<file path="src/rtl/rpkt_pkg.sv">
package rpkt_pkg;

    localparam int SYM_W   = 9;
    localparam int NCYC    = 3;
    localparam int NSLOT   = 2 * NCYC;
    localparam int ADDR_W  = 4 * SYM_W;
    localparam int CNT_W   = 8;
    localparam int OP_W    = 4;
    localparam int OPX_W   = 2;
    localparam int NCLS    = 8;
    localparam int CTL_W   = NSLOT - 1;

    // one-hot class bit positions
    localparam int CLS_RD_SEQ  = 0;
    localparam int CLS_RD_RND  = 1;
    localparam int CLS_REG_RD  = 2;
    localparam int CLS_REG_WR  = 3;
    localparam int CLS_REG_BC  = 4;
    localparam int CLS_WR_SEQ  = 5;
    localparam int CLS_WR_RND  = 6;
    localparam int CLS_WR_BYTE = 7;

    typedef enum logic [1:0] {
        ST_IDLE = 2'd0,
        ST_MID  = 2'd1,
        ST_TAIL = 2'd2
    } rx_state_t;

endpackage

</file>
<file path="src/rtl/rpkt_collector.sv">
module rpkt_collector
    import rpkt_pkg::*;
(
    input  logic                   clk,
    input  logic                   rst_n,
    input  logic [SYM_W-1:0]       sym_even,
    input  logic [SYM_W-1:0]       sym_odd,
    input  logic                   ctl_even,
    input  logic                   ctl_odd,
    output logic                   fire,
    output logic [NSLOT*SYM_W-1:0] slot_bus,
    output logic [CTL_W-1:0]       ctl_bus
);

    localparam int HOLD_N = NCYC - 1;

    rx_state_t state, state_nx;
    logic      start_take;

    // state register
    always_ff @(posedge clk or negedge rst_n) begin
        if (!rst_n) state <= ST_IDLE;
        else        state <= state_nx;
    end

    // next state and outputs
    always_comb begin
        state_nx   = state;
        start_take = 1'b0;
        fire       = 1'b0;
        unique case (state)
            ST_IDLE: begin
                start_take = ctl_even;
                if (ctl_even) state_nx = ST_MID;
            end
            ST_MID:  state_nx = ST_TAIL;
            ST_TAIL: begin
                fire     = 1'b1;
                state_nx = ST_IDLE;
            end
            default: state_nx = ST_IDLE;
        endcase
    end

    // holding stages for the cycles before the last one
    for (genvar gi = 0; gi < HOLD_N; gi++) begin : g_hold
        logic             take;
        logic [SYM_W-1:0] se, so;
        logic             ce, co;
        if (gi == 0) begin : g_first
            assign take = start_take;
        end else begin : g_next
            assign take = (state == ST_MID);
        end
        always_ff @(posedge clk or negedge rst_n) begin
            if (!rst_n) begin
                se <= '0;
                so <= '0;
                ce <= 1'b0;
                co <= 1'b0;
            end else if (take) begin
                se <= sym_even;
                so <= sym_odd;
                ce <= ctl_even;
                co <= ctl_odd;
            end
        end
    end

    assign slot_bus = {sym_odd, sym_even,
                       g_hold[1].so, g_hold[1].se,
                       g_hold[0].so, g_hold[0].se};
    assign ctl_bus  = {ctl_odd, ctl_even,
                       g_hold[1].co, g_hold[1].ce,
                       g_hold[0].co};

    AST_START_TAKEN: assert property (@(posedge clk) disable iff (!rst_n)
        (state == ST_IDLE && ctl_even) |=> (state == ST_MID));
    AST_START_HELD: assert property (@(posedge clk) disable iff (!rst_n)
        (state == ST_MID) |-> g_hold[0].ce);
    AST_MID_TO_TAIL: assert property (@(posedge clk) disable iff (!rst_n)
        (state == ST_MID) |=> (state == ST_TAIL));
    AST_TAIL_TO_IDLE: assert property (@(posedge clk) disable iff (!rst_n)
        (state == ST_TAIL) |=> (state == ST_IDLE));

endmodule

</file>
<file path="src/rtl/rpkt_cmd_decode.sv">
module rpkt_cmd_decode
    import rpkt_pkg::*;
(
    input  logic [OP_W-1:0]  op,
    input  logic [OPX_W-1:0] opx,
    input  logic             rsv_clear,
    output logic [NCLS-1:0]  cls,
    output logic [OPX_W-1:0] mask,
    output logic             illegal
);

    logic [NCLS-1:0]  raw_cls;
    logic [OPX_W-1:0] raw_mask;

    always_comb begin
        raw_cls  = '0;
        raw_mask = '0;
        unique case ({op, opx})
            6'b0000_00: raw_cls[CLS_RD_SEQ] = 1'b1;
            6'b0000_01: raw_cls[CLS_RD_RND] = 1'b1;
            6'b0110_00: raw_cls[CLS_REG_RD] = 1'b1;
            6'b0111_00: raw_cls[CLS_REG_WR] = 1'b1;
            6'b1111_00: raw_cls[CLS_REG_BC] = 1'b1;
            6'b0100_00, 6'b0100_01, 6'b0100_10, 6'b0100_11: begin
                raw_cls[CLS_WR_SEQ] = 1'b1;
                raw_mask            = opx;
            end
            6'b1000_00, 6'b1000_01, 6'b1000_10, 6'b1000_11: begin
                raw_cls[CLS_WR_RND] = 1'b1;
                raw_mask            = opx;
            end
            6'b1100_00, 6'b1100_01, 6'b1100_11: begin
                raw_cls[CLS_WR_BYTE] = 1'b1;
                raw_mask             = opx;
            end
            default: raw_cls = '0;
        endcase
    end

    assign illegal = (raw_cls == '0) || !rsv_clear;
    assign cls     = illegal ? '0 : raw_cls;
    assign mask    = illegal ? '0 : raw_mask;

endmodule

</file>
<file path="src/rtl/rpkt_rx.sv">
module rpkt_rx
    import rpkt_pkg::*;
(
    input  logic              clk,
    input  logic              rst_n,
    input  logic [SYM_W-1:0]  sym_even,
    input  logic [SYM_W-1:0]  sym_odd,
    input  logic              ctl_even,
    input  logic              ctl_odd,
    output logic              pkt_valid,
    output logic [ADDR_W-1:0] pkt_addr,
    output logic [CNT_W-1:0]  pkt_count,
    output logic [NCLS-1:0]   pkt_class,
    output logic [OPX_W-1:0]  pkt_mask,
    output logic              pkt_illegal
);

    logic                   fire;
    logic [NSLOT*SYM_W-1:0] slot_bus;
    logic [CTL_W-1:0]       ctl_bus;
    logic [SYM_W-1:0]       slot [NSLOT];
    logic [NCLS-1:0]        dec_cls;
    logic [OPX_W-1:0]       dec_mask;
    logic                   dec_illegal;

    rpkt_collector u_col (
        .clk      (clk),
        .rst_n    (rst_n),
        .sym_even (sym_even),
        .sym_odd  (sym_odd),
        .ctl_even (ctl_even),
        .ctl_odd  (ctl_odd),
        .fire     (fire),
        .slot_bus (slot_bus),
        .ctl_bus  (ctl_bus)
    );

    for (genvar gs = 0; gs < NSLOT; gs++) begin : g_slot
        assign slot[gs] = slot_bus[gs*SYM_W +: SYM_W];
    end

    rpkt_cmd_decode u_dec (
        .op        (ctl_bus[OP_W-1:0]),
        .opx       ({ctl_bus[OP_W], slot[4][CNT_W]}),
        .rsv_clear (slot[5] == '0),
        .cls       (dec_cls),
        .mask      (dec_mask),
        .illegal   (dec_illegal)
    );

    // output register: all fields zero except in the strobe cycle
    always_ff @(posedge clk or negedge rst_n) begin
        if (!rst_n) begin
            pkt_valid   <= 1'b0;
            pkt_addr    <= '0;
            pkt_count   <= '0;
            pkt_class   <= '0;
            pkt_mask    <= '0;
            pkt_illegal <= 1'b0;
        end else if (fire) begin
            pkt_valid   <= 1'b1;
            pkt_addr    <= {slot[3], slot[2], slot[1], slot[0]};
            pkt_count   <= slot[4][CNT_W-1:0];
            pkt_class   <= dec_cls;
            pkt_mask    <= dec_mask;
            pkt_illegal <= dec_illegal;
        end else begin
            pkt_valid   <= 1'b0;
            pkt_addr    <= '0;
            pkt_count   <= '0;
            pkt_class   <= '0;
            pkt_mask    <= '0;
            pkt_illegal <= 1'b0;
        end
    end

    AST_FIRE_TO_VALID: assert property (@(posedge clk) disable iff (!rst_n)
        fire |=> pkt_valid);
    AST_PULSE_ONE: assert property (@(posedge clk) disable iff (!rst_n)
        pkt_valid |=> !pkt_valid);
    AST_CLASS_ONEHOT: assert property (@(posedge clk) disable iff (!rst_n)
        $onehot0(pkt_class));
    AST_QUIET_OUT: assert property (@(posedge clk) disable iff (!rst_n)
        !pkt_valid |-> (pkt_class == '0 && !pkt_illegal && pkt_count == '0 && pkt_addr == '0));
    AST_ILLEGAL_EXCL: assert property (@(posedge clk) disable iff (!rst_n)
        pkt_illegal |-> (pkt_class == '0 && pkt_mask == '0 && pkt_valid));
    AST_LEGAL_ONE: assert property (@(posedge clk) disable iff (!rst_n)
        (pkt_valid && !pkt_illegal) |-> ($countones(pkt_class) == 1));

endmodule

</file>
<file path="config.mk">
export PLATFORM = sky130hd
export DESIGN_NAME = rpkt_rx
export DESIGN_NICKNAME = d
export VERILOG_FILES = /design/src/rtl/rpkt_pkg.sv /design/src/rtl/rpkt_collector.sv /design/src/rtl/rpkt_cmd_decode.sv /design/src/rtl/rpkt_rx.sv
export SDC_FILE = /design/constraint.sdc
export NUM_CORES = 1
export LEC_CHECK = 0
export BUFFER_PORTS_ARGS = -buffer_cell sky130_fd_sc_hd__buf_2
export CAP_MARGIN = 15
export CORE_MARGIN = 2
export CORE_UTILIZATION = 40
export CTS_CLUSTER_SIZE = 16
export DETAILED_ROUTE_END_ITERATION = 10
export SYNTH_ARGS = -nofsm -noshare
export SYNTH_HDL_FRONTEND = slang
export SYNTH_SLANG_ARGS = --single-unit
</file>
<file path="constraint.sdc">
create_clock -name clk -period 2.9 [get_ports clk]
set_clock_uncertainty 0.1 [all_clocks]
set_input_delay 0.58 -clock clk [delete_from_list [all_inputs] [get_ports clk]]
set_output_delay 0.58 -clock clk [all_outputs]
set_load 0.01 [all_outputs]
</file>
After elaboration in Yosys (flattened, before gate mapping) --
Cells that the tools add are included.
Word-level totals: word-level logic and storage cells 63, input bits 22, register bits after elaboration 97, output and inout bits 56
Operators by class: equal/unequal tests 18, reductions and logical operators 10, multiplexer cells 21
Operator list (number):
- $eq 6x6->1 const B | 8
- $eq 6x5->1 const B | 6
- $mux 36 | 1
- $mux 8 | 3
- $mux 1 | 12
- $reduce_or 11->1 | 1
- $logic_not 9->1 | 1
- $logic_not 8->1 | 1
- $mux 2 | 4
- $reduce_or 4->1 | 2
- $eq 6x1->1 const B | 1
- $logic_not 6->1 | 1
- $pmux 2 s2 | 1
- $reduce_or 3->1 | 1
- $eq 2x1->1 const B | 1
- $eq 2x2->1 const B | 1
- $logic_not 2->1 | 1
- $ne 2x2->1 const B | 1
- $logic_not 1->1 | 1
- $logic_or 1x1->1 | 1

Depth between registers and ports, before layout --
Gate-level depths: netlist (run 1).
depth in word-level cells 7, gate-level depth with buffers 4, gate-level depth less buffers 4

Cells and area by module --
Synthesis (run 1) repeated with hierarchy kept, for this count alone.
Second synthesis, totals: cell total of the unflattened synthesis 262, area total of the unflattened synthesis 3708.6 um^2
Modules (own cells, without submodules):
- rpkt_rx | cells each 119, instances 1, area an instance 1794.2 um^2, seq. area each 1401.3 um^2
- rpkt_collector | cells each 111, instances 1, area an instance 1721.7 um^2, seq. area each 1026.0 um^2
- rpkt_cmd_decode | cells each 32, instances 1, area an instance 192.7 um^2, seq. area each 0.0 um^2

Worst setup path before layout (run 1) --
No wires, ideal clock.
path type in2reg, from input port ctl_even, to register u_col.g_hold[0].se[1], stages 3, data arrival time 1.336 ns, data required time 2.675 ns, library setup time 0.125 ns, buffers on the path 1, path slack 1.339 ns, cells stage by stage nor3b_2 > buf_2 > mux2_2
Between the ends: longest elaborated chain between the ends 1
Ends and longest elaborated chain:
- start: declaration | RTL line rpkt_rx.sv:8 | input logic ctl_even,
- $mux 1 | RTL line rpkt_collector.sv:31 | unique case (state)
- end signal: assignment | RTL line rpkt_collector.sv:62 | se <= sym_even;
- end: declaration | RTL line rpkt_collector.sv:48 | logic [SYM_W-1:0] se, so;
Every way passes these cells. A chain may end at the register's enable or synchronous reset.

Final worst setup path (run 1) --
from register u_col.state[0], to register pkt_addr[5]
Between the ends: longest elaborated chain between the ends 3
Ends and longest elaborated chain:
- start: declaration | RTL line rpkt_collector.sv:17 | rx_state_t state, state_nx;
- start signal: assignment | RTL line rpkt_collector.sv:23 | else state <= state_nx;
- $eq 2x2->1 | RTL line rpkt_collector.sv:31
- $mux 1 | RTL line rpkt_collector.sv:31
- $mux 36 | RTL line rpkt_rx.sv:60 | end else if (fire) begin
- end signal: assignment | RTL line rpkt_rx.sv:62 | pkt_addr <= {slot[3], slot[2], slot[1], slot[0]};
- end: declaration | RTL line rpkt_rx.sv:11 | output logic [ADDR_W-1:0] pkt_addr,
Every way passes these cells.

==> results of run 1 <==
==> per-stage QoR <==
step	setup WS, ns	instance area (sq um)	util, %	hold slack [ns]	total power (uW)
finish	1.029	4168	50.47	0.1929	3032
global route	0.8530	4168	50.47	0.2394	3211
CTS	0.9900	4168	50.47	0.2046	3080
detailed placement	0.8448	3964	48.00	0.3582	2193
global placement	0.9171	3964	48.00	0.3501	2176
floorplan	1.339	3431	-	0.1844	1993
==> logic make-up after synthesis <==
family	Yosys count	synth area share, %
and+or+nand+nor	73	14.15
buffers and inverters	13	1.568
AOI/OAI and AO/OA	5	1.058
muxes	38	12.47
DFF	97	70.75
==> layer usage <==
metal | wire, um | global-route usage [%] | part of all wire (%) | vias to the layer above
met4 | 99 | 6.392 | 1.6 | 0
met1 | 2744 | 18.64 | 45 | 992
li1 | - | - | - | 931
met2 | 2915 | 21.79 | 48 | 56
met3 | 302 | 3.613 | 5.0 | 8
met5 | 0 | 0 | 0 | -
==> cell usage after synthesis (2+ instances only) <==
| master | n |
|---|---|
| dfrtp_1 | 97 |
| and2_1 | 44 |
| mux2_2 | 36 |
| clkbuf_1 | 6 |
| buf_2 | 4 |
| nor3_1 | 4 |
| inv_1 | 3 |
| nand2_1 | 3 |
| nand2b_1 | 3 |
| nor2_1 | 3 |
| nor3b_1 | 3 |
| nor4_1 | 3 |
| mux2_1 | 2 |
| o21ai_0 | 2 |
==> registers in the layout, summed over array words and instances (netlist names), 2 cells and up <==
name,count
pkt_addr,36
pkt_class,8
pkt_count,8
pkt_mask,2
u_col.g_hold.co,2
u_col.g_hold.se,18
u_col.g_hold.so,18
u_col.state,2
==> power groups by stage <==
stage,combinational (uW),sequential [uW],clock (uW)
2_1_floorplan,272,1720,0
3_3_place_gp,471,1700,0
3_5_place_dp,482,1710,0
4_1_cts,483,1680,913
5_1_grt,525,1720,970
6_report,470,1680,881
==> worst max-delay path, cell delays in order, from the launching register on <==
cell and delay [ns]:
dfrtp_1 0.44, nand2b_1 0.25, inv_1 0.51, buf_4 0.34, and2_1 0.17
==> area by class of cell <==
cell class	count	area (sq um)	area share [%]
Sequential cell	97	2427	58.24
Clock buffer	10	137.6	3.302
Multi-Input combinational cell	116	955.9	22.94
Clock inverter	6	66.31	1.591
Inverter	3	11.26	0.2702
Timing Repair Buffer	82	437.9	10.51
Tap cell	105	131.4	3.152
==> worst max-delay path by stage <==
stage / start / endpoint / cells past startpoint
floorplan: ctl_even / u_col.g_hold[0].se[1]$_DFFE_PN0P_ / 3
detailed placement: sym_odd[1] / pkt_class[0]$_DFF_PN0_ / 4
global route: u_col.state[0]$_DFFE_PN0P_ / pkt_illegal$_DFF_PN0_ / 4
CTS: u_col.state[0]$_DFFE_PN0P_ / pkt_addr[5]$_DFF_PN0_ / 4
global placement: sym_odd[1] / pkt_class[1]$_DFF_PN0_ / 4
finish: u_col.state[0]$_DFFE_PN0P_ / pkt_addr[5]$_DFF_PN0_ / 4
==> impl_metrics.ini, run 1 <==
[outcome]
status = finished clean

[route]
antenna_left = 0
wl_per_cell_um = 14.47
drt-vias-per-instance = 4.742
drt_first_pass_iters = 4
drc_errors = 0
vias = 1987
drtIter0Drc = 64
finalWirelength_um = 6062

[finish]
syn_to_final_growth_pct = 21.48
final_cell_mix = 97 x dfrtp_1, 76 x buf_2, 44 x and2_1, 36 x mux2_2, 10 x clkbuf_8
layout_commonest_cell = dfrtp_1
nets = 331
stdcell_count = 419
antennaDiodeCount = 0
drive_above_1_share_pct = 43.95
fillers = 735

[clock_network]
cts_setup_buffers = 0
root_buffer = clkbuf_8
insertion_delay_ns = 0.35
cts.htree.levels = 3
cts_made_buffers = 9
tritoncts = built
clk_pin_slew_worst_paths_ns = 0.09
cts.repair.resized = 0
cts_sinks = 97
cts_hold_buffers = 0
cts_buffer_depth = 2

[timing]
min_period_ns = 1.871
slew_violations = 0
hold_viol = 0
setup_tns_ns = 0
rsz0062_at_grt = false
setup_viol = 0
tightest_slew_ns = 0.7514
slew_headroom_pct = 49.90
fmax_mhz = 534.4
period_share_pct = 64.52

[synth]
synth_top_area_share_pct = 70.75
syn_inst = 226
yosys.area.top_type = dfrtp_1
synth_area_per_cell_sq_um = 15.18
synth-seq-cells = 97
synth_area_sq_um = 3431
ys_top_cells_by_area = dfrtp_1 71%, mux2_2 12%, and2_1 8.0%
synth-main-ff-cell = dfrtp_1
yosysSeqAreaShare_pct = 70.75
postSynth.asyncResetShare_pct = 100.0
synth.distinct_cells = 27
yosys_warnings = 0
synth_nets = 248
synth_edf_count = 0

[setup_path]
required_ns = 3.09
end_kind = flip-flop
arrival_ns = 2.06
rr_startpoint = u_col.state[0]$_DFFE_PN0P_
timing.rr.end = pkt_addr[5]$_DFF_PN0_
r2r_cells = 4
critPathMaxFanout = 25
start_kind = flip-flop
rrSetupSlack_ns = 1.03
worstSetupPathType = flip-flop to flip-flop

[power_and_ir_drop]
irDropWorstVdd_uv = 287.7
leakagePower_uw = 0.002133
power_frac_comb_pct = 15.5
power.clock.fraction_pct = 29.0
power.switching_uw = 776.7
p_seq_share_pct = 55.4
internal-power_uw = 2255
swShare_pct = 25.61
p_per_area_nw_per_um2 = 727.5

[grt]
antenna_found_initial = 0
overflow = 0
grt_pass1_vias = 2096
grt_max_degree = 61
grt_use_total_pct = 14.03
grt_pass1_wl_um = 10470

[die]
initial_core_util_pct = 41.55
die_width_um = 96.61
core_area_sq_um = 8258
fp-row-count = 33
fp.dieArea_sq_um = 9333
dieHeight_um = 96.61
io_pins = 78

[place]
hpwl_um = 4040
place_inst = 403
port_buffers = 77
gp_congestion = 0.7918

[job]
drv_cap = 0

[min_path]
hold_path_class = input port to asynchronous set/reset pin
Note: power is estimated with default switching activity, not from simulation.
==> run 2: changes to the inputs <==
--- a/config.mk
+++ b/config.mk
@@ -5,6 +5,7 @@
 export SDC_FILE = /design/constraint.sdc
 export NUM_CORES = 1
 export LEC_CHECK = 0
+export ABC_AREA = 1
 export BUFFER_PORTS_ARGS = -buffer_cell sky130_fd_sc_hd__buf_2
 export CAP_MARGIN = 15
 export CORE_MARGIN = 2
==> constraint.sdc (replaced) <==
create_clock -name clk -period 1.9 [get_ports clk]
set_clock_uncertainty 0.1 [all_clocks]
set_input_delay 0.38 -clock clk [delete_from_list [all_inputs] [get_ports clk]]
set_output_delay 0.38 -clock clk [all_outputs]
set_load 0.01 [all_outputs]
==> impl_metrics.ini, run 2 <==
[outcome]
status = finished clean

[setup_path]
worstSetupPathType = flip-flop to flip-flop
arrival_ns = 1.60
start_kind = flip-flop
critPathMaxFanout = 7
end_kind = flip-flop
r2r_cells = 7
required_ns = 2.09

[die]
fp-row-count = 34
io_pins = 78
die_width_um = 97.29
core_area_sq_um = 8593
initial_core_util_pct = 40.51
fp.dieArea_sq_um = 9464
dieHeight_um = 97.29

[finish]
stdcell_count = 539
drive_above_1_share_pct = 26.22
antennaDiodeCount = 0
top_register = pkt_addr
syn_to_final_growth_pct = 20.13
largest_reg_flops = 36
nets = 448
layout_commonest_cell = dfrtp_1
reg_top3 = pkt_addr: 36 flops, u_col.g_hold.se: 18 flops, u_col.g_hold.so: 18 flops
final_cell_mix = 97 x dfrtp_1, 76 x buf_2, 58 x nor2_1, 55 x inv_1, 51 x nand2_1

[timing]
setup_viol = 0
slew_violations = 0
setup_tns_ns = 0
slew_headroom_pct = 67.44
period_share_pct = 74.50
fmax_mhz = 706.4
tightest_slew_ns = 0.4884
rsz0062_at_grt = false
min_period_ns = 1.416
hold_viol = 0

[clock_network]
tritoncts = built
cts.repair.resized = 0
clk_pin_slew_worst_paths_ns = 0.09
cts_buffer_depth = 2
cts_sinks = 97
root_buffer = clkbuf_8
cts.htree.levels = 3
insertion_delay_ns = 0.35
cts_made_buffers = 9

[place]
place_inst = 522
gp_congestion = 0.8914
hpwl_um = 4430
port_buffers = 77

[synth]
synth_edf_count = 0
synth_nets = 365
yosysSeqAreaShare_pct = 69.73
ys_top_cells_by_area = dfrtp_1 70%, nor2_1 6.4%, inv_1 5.9%
yosys.area.top_type = dfrtp_1
yosysMostFrequentCell = dfrtp_1
yosys_warnings = 0
synth-main-ff-cell = dfrtp_1
synth_area_sq_um = 3481
synth_top_area_share_pct = 69.73
synth_area_per_cell_sq_um = 10.15
syn_inst = 343
synthTopCellsByCount = 97 x dfrtp_1, 59 x nor2_1, 55 x inv_1, 51 x nand2_1, 38 x o21ai_0
postSynth.asyncResetShare_pct = 100.0
synth.distinct_cells = 18
synth-seq-cells = 97

[route]
wl_per_cell_um = 12.38
drt_first_pass_iters = 4
drtIter0Drc = 74
finalWirelength_um = 6673
drc_errors = 0
antenna_left = 0
drt-vias-per-instance = 4.488
vias = 2419

[grt]
grt_pass1_vias = 2380
grt_use_total_pct = 15.16
overflow = 0
grt_pass1_wl_um = 11450
grt_max_degree = 98
antenna_found_initial = 0

[power_and_ir_drop]
p_per_area_nw_per_um2 = 1059
leakagePower_uw = 0.002331
irDropWorstVdd_uv = 371.1

[min_path]
holdPathStages = 3
hold_path_class = input port to flip-flop

[job]
drv_cap = 0
==> run 2: kinds of logic after synthesis <==
| group | count (synthesis) | share of synthesized area [%] |
|---|---|---|
| buf+inv | 71 | 7.980 |
| flops | 97 | 69.73 |
| simple gates | 135 | 16.53 |
| compound gates | 40 | 5.751 |
==> run 2: through the flow <==
step                      worst slack [ns]  hold slack, ns  total power (uW)  util, %  instance area, sq um
final                               0.4844          0.1538              4427    48.66                  4182
after global routing                0.3456          0.1438              4716    48.66                  4182
after CTS                           0.4833          0.1382              4486    48.66                  4182
after detailed placement            0.3695          0.3695              3294    46.64                  4008
after global placement              0.3356          0.3680              3271    46.64                  4008
after floorplan                     0.6502        -0.01559              3000        -                  3481
==> run 2: path summary, 6_finish.rpt <==
| path | slack, ns | start | to |
|---|---|---|---|
| min in group asynchronous | 0.51 | rst_n | pkt_addr[3]$_DFF_PN0_ |
| max in group asynchronous | 0.83 | rst_n | u_col.g_hold[1].co$_DFFE_PN0N_ |
| setup / recovery | 0.48 | u_col.g_hold[0].co$_DFFE_PN0P_ | pkt_class[2]$_DFF_PN0_ |
| hold reg to reg | 0.39 | u_col.g_hold[1].se[0]$_DFFE_PN0N_ | pkt_addr[18]$_DFF_PN0_ |
| setup reg to reg | 0.48 | u_col.g_hold[0].co$_DFFE_PN0P_ | pkt_class[2]$_DFF_PN0_ |
| hold / removal | 0.15 | sym_even[6] | u_col.g_hold[1].se[6]$_DFFE_PN0N_ |
==> run 2: area by class of cell <==
type	instances	area, sq um
Tap cell	108	135.1
Clock inverter	4	28.78
Timing Repair Buffer	84	455.4
Inverter	59	221.5
Fill cell	833	4412
Sequential cell	97	2427
Multi-Input combinational cell	175	778.2
Clock buffer	12	135.1
==> run 2: worst max-delay path: stages, from the launching register on <==
cell     delay [ns]
dfrtp_1        0.47
nor2_4         0.21
nand2_1        0.07
nor2_1         0.12
nor2_1         0.09
nand2_2        0.10
nand2_4        0.08
nor2_1         0.11
==> run 2: power breakdown <==
group          total [uW]  internal [uW]  switching (uW)
clock network        1190            481             704
logic                 738            252             487
registers            2500           2380             127
==> run 2: repair_timing <==
| item | in CTS | in global routing |
|---|---|---|
| setup buffers | 0 | 0 |
| hold buffers | 1 | 0 |
| hold endpoints to repair | 88 | 0 |
==> run 2: layer usage <==
metal	global-route usage [%]	routed length, um	vias up
li1	-	-	1189
met1	21.46	3231	1150
met2	22.54	2914	69
met3	3.669	413	11
met4	6.410	114	0
met5	0	0	-
==> run 3: changes to the inputs <==
==> constraint.sdc (replaced) <==
create_clock -name clk -period 1.46 [get_ports clk]
set_clock_uncertainty 0.1 [all_clocks]
set_input_delay 0.292 -clock clk [delete_from_list [all_inputs] [get_ports clk]]
set_output_delay 0.292 -clock clk [all_outputs]
set_load 0.01 [all_outputs]
==> impl_metrics.ini, run 3 (synthesized netlist as in run 2, its figures left out) <==
[power_and_ir_drop]
total_power_uw = 5917
irDropWorstVdd_uv = 715.2
p_per_area_nw_per_um2 = 1381
leakagePower_uw = 0.002388

[finish]
largest_reg_flops = 36
reg_top3 = pkt_addr: 36 flops, u_col.g_hold.se: 18 flops, u_col.g_hold.so: 18 flops
layout_commonest_cell = dfrtp_1
top_register = pkt_addr
syn_to_final_growth_pct = 23.11
drive_above_1_share_pct = 29.00
nets = 455
final_cell_mix = 95 x dfrtp_1, 76 x buf_2, 55 x inv_1, 55 x nor2_1, 51 x nand2_1
antennaDiodeCount = 0

[setup_path]
max_stage_delay_ns = 0.43
required_ns = 1.65
end_kind = flip-flop
worstSetupPathType = flip-flop to flip-flop
worstPathCellList = nor2_4 -> buf_4 -> nand3_1 -> nand2_1 -> nor2_1 -> nand2_2 -> nand2_4 -> nor2_1
crit_buf_inv = 1
r2r_cells = 8
timing.rr.end = pkt_class[5]$_DFF_PN0_
start_kind = flip-flop
rrSetupSlack_ns = 0.06
rr_startpoint = u_col.g_hold[1].ce$_DFFE_PN0N_
crit_path_frequent_cell = nor2_1
cp_slowest_cell = dfrtp_2
path_delay_family = simple AND/OR/NAND/NOR gates
critPathMaxFanout = 6
arrival_ns = 1.59
worstSetupStartpoint = u_col.g_hold[1].ce$_DFFE_PN0N_

[place]
gp_congestion = 0.8939
hpwl_um = 4699
port_buffers = 77

[min_path]
hp-start = sym_even[7]
holdPathStages = 3
holdPathEnd = u_col.g_hold[1].se[7]$_DFFE_PN0N_
hold_path_class = input port to flip-flop

[grt]
grt_max_degree = 35
antenna_found_initial = 0
grt_pass1_vias = 2485
overflow = 0
grt_pass1_wl_um = 11840
grt_use_total_pct = 15.83

[clock_network]
cts_made_buffers = 9
cts_buffer_depth = 2
cts_sinks = 97
insertion_delay_ns = 0.36
clk_pin_slew_worst_paths_ns = 0.10
cts.htree.levels = 3
root_buffer = clkbuf_8
tritoncts = built

[route]
drc_errors = 0
drt-vias-per-instance = 4.443
drtIter0Drc = 78
antenna_left = 0
finalWirelength_um = 6841
drt_first_pass_iters = 4
wl_per_cell_um = 12.53
vias = 2426

[timing]
tightest_slew_ns = 0.3294
slew_headroom_pct = 78.04
min_period_ns = 1.398
period_share_pct = 95.75
holdWs_ns = 0.05300
hold_viol = 0
setup_viol = 0
fmax_mhz = 715.4
slew_violations = 0

[die]
io_pins = 78
die_width_um = 97.29
fp-row-count = 34
core_area_sq_um = 8593
fp.dieArea_sq_um = 9464
dieHeight_um = 97.29
initial_core_util_pct = 40.51

[job]
drv_cap = 0

[outcome]
status = finished clean
## run 3: worst reg2reg max path, stage by stage (launching register included)
cell and delay [ns]:
dfrtp_2 0.43, nor2_4 0.16, buf_4 0.13, nand3_1 0.08
nand2_1 0.09, nor2_1 0.06, nand2_2 0.09, nand2_4 0.08
nor2_1 0.11
## run 3: cell type report
class,instances,area [sq um]
Tap cell,108,135.1
Clock buffer,11,141.4
Fill cell,823,4308
Timing Repair Buffer,91,533.0
Inverter,59,221.5
Clock inverter,5,38.79
Multi-Input combinational cell,175,785.8
Sequential cell,97,2430
## run 3: worst max path at each step
| stage | end | slack, ns | cells after the start |
|---|---|---|---|
| 6_report | pkt_class[5]$_DFF_PN0_ | 0.06 | 8 |
| 5_1_grt | pkt_class[5]$_DFF_PN0_ | -0.02 | 8 |
| 4_1_cts | pkt_class[5]$_DFF_PN0_ | 0.06 | 7 |
| 3_5_place_dp | pkt_mask[0]$_DFF_PN0_ | 0.07 | 6 |
| 3_3_place_gp | pkt_class[1]$_DFF_PN0_ | 0.02 | 6 |
| 2_1_floorplan | pkt_class[2]$_DFF_PN0_ | 0.21 | 7 |
## run 3: what timing repair did
action,4_1_cts,5_1_grt
endpoints found under the hold margin,20,0
endpoints found under the setup margin,0,8
gates resized for setup,0,5
setup buffers,0,3
hold buffers,1,0
## run 3: metrics by stage
| stage | utilization, % | setup WS [ns] | instance area [sq um] | instances | TNS [ns] |
|---|---|---|---|---|---|
| 2_1_floorplan | - | 0.2102 | 3481 | 343 | 0 |
| 3_3_place_gp | 47.28 | 0.02351 | 4063 | 526 | 0 |
| 3_5_place_dp | 47.28 | 0.07061 | 4063 | 526 | 0 |
| 4_1_cts | 49.49 | 0.05828 | 4253 | 543 | 0 |
| 5_1_grt | 49.87 | -0.01945 | 4285 | 546 | -0.04346 |
| 6_report | 49.87 | 0.06211 | 4285 | 546 | 0 |
## run 3: power breakdown
| part | switching, uW | total (uW) | internal, uW |
|---|---|---|---|
| Sequential | 158 | 3250 | 3100 |
| Combinational | 666 | 1050 | 387 |
| Clock | 931 | 1610 | 679 |
## run 3: metal layers
metal	global-route usage [%]	vias to the layer above	share of wire, %
met5	0	-	0
met4	7.372	0	2.3
met3	3.957	16	5.3
met2	24.31	74	45
met1	21.35	1130	47
li1	-	1206	-
